## config.mk

```make
export PLATFORM = sky130hd
export DESIGN_NAME = nib_div_loader
export DESIGN_NICKNAME = d
export VERILOG_FILES = /design/src/rtl/nib_div_loader.sv
export SDC_FILE = /design/constraint.sdc
export NUM_CORES = 1
export LEC_CHECK = 0
export ABC_AREA = 0
export BUFFER_PORTS_ARGS = -buffer_cell sky130_fd_sc_hd__buf_2
export CAP_MARGIN = 20
export CORE_MARGIN = 1.5
export CORE_UTILIZATION = 48
export DETAILED_ROUTE_END_ITERATION = 10
export GPL_ROUTABILITY_DRIVEN = 0
export PLACE_DENSITY_LB_ADDON = 0.1
export SYNTH_ARGS = -nofsm -noshare
export SYNTH_HDL_FRONTEND = slang
export SYNTH_SLANG_ARGS = --single-unit
```

## constraint.sdc

```tcl
create_clock -name clk_i -period 1.1 [get_ports clk_i]
set_input_delay 0.165 -clock clk_i [delete_from_list [all_inputs] [get_ports clk_i]]
set_output_delay 0.165 -clock clk_i [all_outputs]
set_load 0.05 [all_outputs]
```

## src/rtl/nib_div_loader.sv

```systemverilog
module nib_div_loader #(
  parameter int DATA_W  = 4,
  parameter int ADDR_W  = 3,
  parameter int N_W     = 14,
  parameter int R_W     = 12,
  parameter int MIN_DIV = 3
) (
  input  logic              clk_i,
  input  logic              rst_i,
  input  logic              stb_i,
  input  logic [ADDR_W-1:0] addr_i,
  input  logic [DATA_W-1:0] data_i,
  output logic [N_W-1:0]    n_word_o,
  output logic              n_ok_o,
  output logic [R_W-1:0]    r_word_o,
  output logic              r_ok_o
);

  localparam int N_NIB = (N_W + DATA_W - 1) / DATA_W;
  localparam int R_NIB = (R_W + DATA_W - 1) / DATA_W;

  for (genvar g = 0; g < N_NIB; g++) begin : g_n
    localparam int LO = g * DATA_W;
    localparam int W  = (N_W - LO < DATA_W) ? (N_W - LO) : DATA_W;
    logic [W-1:0] q;
    always_ff @(posedge clk_i) begin
      if (rst_i)                                   q <= '0;
      else if (stb_i && addr_i == ADDR_W'(g))      q <= data_i[W-1:0];
    end
    assign n_word_o[LO +: W] = q;
  end

  for (genvar g = 0; g < R_NIB; g++) begin : g_r
    localparam int LO = g * DATA_W;
    localparam int W  = (R_W - LO < DATA_W) ? (R_W - LO) : DATA_W;
    logic [W-1:0] q;
    always_ff @(posedge clk_i) begin
      if (rst_i)                                   q <= '0;
      else if (stb_i && addr_i == ADDR_W'(N_NIB + g)) q <= data_i[W-1:0];
    end
    assign r_word_o[LO +: W] = q;
  end

  assign n_ok_o = n_word_o >= N_W'(MIN_DIV);
  assign r_ok_o = r_word_o >= R_W'(MIN_DIV);

  // a low strobe freezes both words
  a_r3_idle_hold: assert property (@(posedge clk_i) disable iff (rst_i)
    !stb_i |=> ($stable(n_word_o) && $stable(r_word_o)));

  // lowest N nibble follows the bus under strobe
  a_r2_n_follow: assert property (@(posedge clk_i) disable iff (rst_i)
    (stb_i && addr_i == '0) |=> n_word_o[DATA_W-1:0] == $past(data_i));

  // lowest R nibble follows the bus under strobe
  a_r5_r_follow: assert property (@(posedge clk_i) disable iff (rst_i)
    (stb_i && addr_i == ADDR_W'(N_NIB)) |=> r_word_o[DATA_W-1:0] == $past(data_i));

  // the top N latch keeps only the low data bits
  a_r4_top_bits: assert property (@(posedge clk_i) disable iff (rst_i)
    (stb_i && addr_i == ADDR_W'(N_NIB - 1))
      |=> n_word_o[N_W-1:(N_NIB-1)*DATA_W] == $past(data_i[N_W-(N_NIB-1)*DATA_W-1:0]));

  // the unused address disturbs nothing
  a_r6_spare_addr: assert property (@(posedge clk_i) disable iff (rst_i)
    (stb_i && addr_i >= ADDR_W'(N_NIB + R_NIB)) |=> ($stable(n_word_o) && $stable(r_word_o)));

endmodule

```

==> flow_summary.toml <==
[drt]
drt_iter0_markers = 22
dr.pass1.iters = 4
wl_per_cell_um = 16.66
viasPerCell = 5.337
antenna_left = 0
drt_wl_total_um = 3165
routed-via-count = 1014
drc = 0

[place]
dp_hpwl_um = 1991
io_buffer_count = 37
numPlacedInstances = 181
place_ws_ps = -143.6

[timing]
finalCritPeriodShare_pct = 131.7
maxSlewHeadroom_pct = 73.84
drv_slew = 0
setup_ws_ps = -349.1
worst_pin_slew_ps = 387.1
final-hold-violation-count = 0
fin_skew_ps = 0
period_minus_slack_ps = 1449
max_freq_mhz = 690.1
setup_viol = 10
rsz0062_at_grt = "true"

[pwr]
switching_share_pct = 28.42
switching_power_uw = 528.7
power.leakage_uw = 0.0009172
p_clk_share_pct = 25.7
internal_power_uw = 1331
p_per_area_mw_per_mm2 = 982.5
combPwrFrac_pct = 22.1
ir_drop_v = 0.0008205
pwr-share-seq_pct = 52.3

[floorplan]
io_pins = 38
start_util_pct = 50.57
design.core.area_mm2 = 0.002212
fp.dieH_um = 51.28
design.die.area_mm2 = 0.002629
rows = 17
die_w_um = 51.28

[hold_path]
hp-class = "in2reg"
min_path_cells = 3

[global_routing]
grt_pass1_vias = 1007
grt.busiest_layer = "met2"
antenna_found_initial = 0
grt_max_degree = 18
grt_overflow_total = 0
globalRouteTotalUtil_pct = 24.98
grt_pass1_wl_um = 4843
met3_usage_pct = 4.386
use_met1_pct = 33.09
gr-usage-met2_pct = 41.34

[yosys]
syn-num-nets = 115
synth-seq-cells = 26
synth_edf_count = 0
avgSynthCellArea_um2 = 10.65
synthTopCellsByCount = "nand2b_1 (30), dfxtp_1 (26), mux2i_1 (26)"
synth_area_leaders = "dfxtp_1 (47%), mux2i_1 (23%), nand2b_1 (17%), nor4_1 (2.8%), nand4b_1 (2.3%)"
synthArstFlopShare_pct = 0
ys_types = 14
yosysMostFrequentCell = "nand2b_1"
ys_seq_area_share_pct = 46.53
ys.flop_type = "dfxtp_1"
syn_area_mm2 = 0.001119
netlist.area_leader.share_pct = 46.53
post_synth_inst_count = 105
yosysWarningCount = 0
synth_area_leader_cell = "dfxtp_1"

[worst_setup_path]
critPathArrivalTime_ps = 1280
crit_family = "simple AND/OR/NAND/NOR gates"
cp.required_ps = 940
reg2reg_depth = 4
endpoint_kind = "primary output"
critPathBufInv = 1
path_cells = "nor4_4, nand4_1, buf_6"
crit_fanout = 3
worstSetupStartpointType = "flip-flop"
crit_type = "reg2out"
critPathMaxStageDelay_ps = 380
crit_cells = 3
crit_path_top_delay_cell = "dfxtp_4"

[clocking]
cts_buffers = 3
cts_tree = "yes"
root_buffer = "clkbuf_4"
ctsHoldBuffers = 0
cts_buffer_depth = 2
path_clk_slew_ps = 130
clock_sink_count = 26
htreeDepth = 1
worstSkewPairLatency_ps = 310

[run]
cap_violations = 0

[finish]
areaGrowthSynthToFinish_pct = 69.24
n_antenna_cell = 0
drive_above_1_share_pct = 58.64
nets = 173
finalNonFillerCells = 190

[outcome]
violations = "setup timing"
outcome = "complete, but fails checks"
## cell families after synthesis
family / Yosys count / synth area share [%]
AO/OA/AOI/OAI: 1 / 0.6714
buffers and inverters: 7 / 2.460
flip-flops: 26 / 46.53
multiplexers: 26 / 23.27
AND/OR/NAND/NOR: 45 / 27.07
## final timing paths
path | end | startpoint | slack [ps]
setup reg to reg | g_n[0].q[2] | g_n[0].q[2] | 250
setup / recovery | n_ok_o | g_n[3].q[1] | -350
hold reg to reg | g_r[0].q[0] | g_r[0].q[0] | 500
hold / removal | g_n[0].q[3] | data_i[3] | 270
## placed cells by master, fill, tap and decap left out
cell / count
dfxtp_2: 14
dfxtp_4: 10
nand4b_1: 3
nand4_1: 1
a211oi_2: 1
nand4bb_1: 2
nand2_1: 1
clkbuf_4: 3
buf_6: 22
dfxtp_1: 2
nor4bb_1: 1
buf_2: 9
buf_4: 20
clkbuf_8: 1
nor4_4: 5
buf_12: 1
nand3_4: 1
or4b_1: 1
buf_8: 8
nand2b_1: 30
mux2i_1: 26
## tightest hold or removal path, stage by stage
cell and delay [ps]:
buf_2 70, nand2b_1 150, mux2i_1 160
## flip-flops by register name (all words and copies together) (netlist names)
name and cells:
g_n.q 14, g_r.q 12
## power groups by stage
| stage | Combinational [uW] | Clock (uW) | Sequential (uW) |
|---|---|---|---|
| floorplan | 155 | 0 | 1060 |
| global placement | 330 | 0 | 985 |
| detailed placement | 335 | 0 | 986 |
| CTS | 387 | 486 | 969 |
| global route | 429 | 522 | 975 |
| finish | 410 | 477 | 973 |
## final cells by class
type	instances	area, um^2
Sequential cell	26	575.6
Clock buffer	4	36.28
Timing Repair Buffer	60	583.1
Tap cell	28	35.03
Multi-Input combinational cell	72	663.1
Fill cell	129	319.1
## metrics by stage
| stage | TNS [ps] | utilization, % | power (uW) | area [um^2] | hold slack, ps |
|---|---|---|---|---|---|
| 2_1_floorplan | -241.3 | - | 1214 | 1219 | 401.3 |
| 3_3_place_gp | -718.2 | 69.91 | 1315 | 1546 | 462.1 |
| 3_5_place_dp | -902.6 | 69.91 | 1322 | 1546 | 472.0 |
| 4_1_cts | -903.6 | 80.32 | 1842 | 1777 | 249.2 |
| 5_1_grt | -1229 | 85.58 | 1926 | 1893 | 289.1 |
| 6_report | -797.8 | 85.58 | 1860 | 1893 | 268.4 |
## timing repair
item,CTS,global route
resized for setup,56,25
pin swaps,3,3
endpoints found under the setup margin,27,19
setup buffers,1,8
## routing by layer
metal	routed length [um]	vias up	share of wire [%]
li1	-	480	-
met1	1336	491	42
met2	1625	41	51
met4	17	0	0.54
met3	185	2	5.8
met5	0	-	0
No activity file was read; power rests on OpenSTA's default activity.
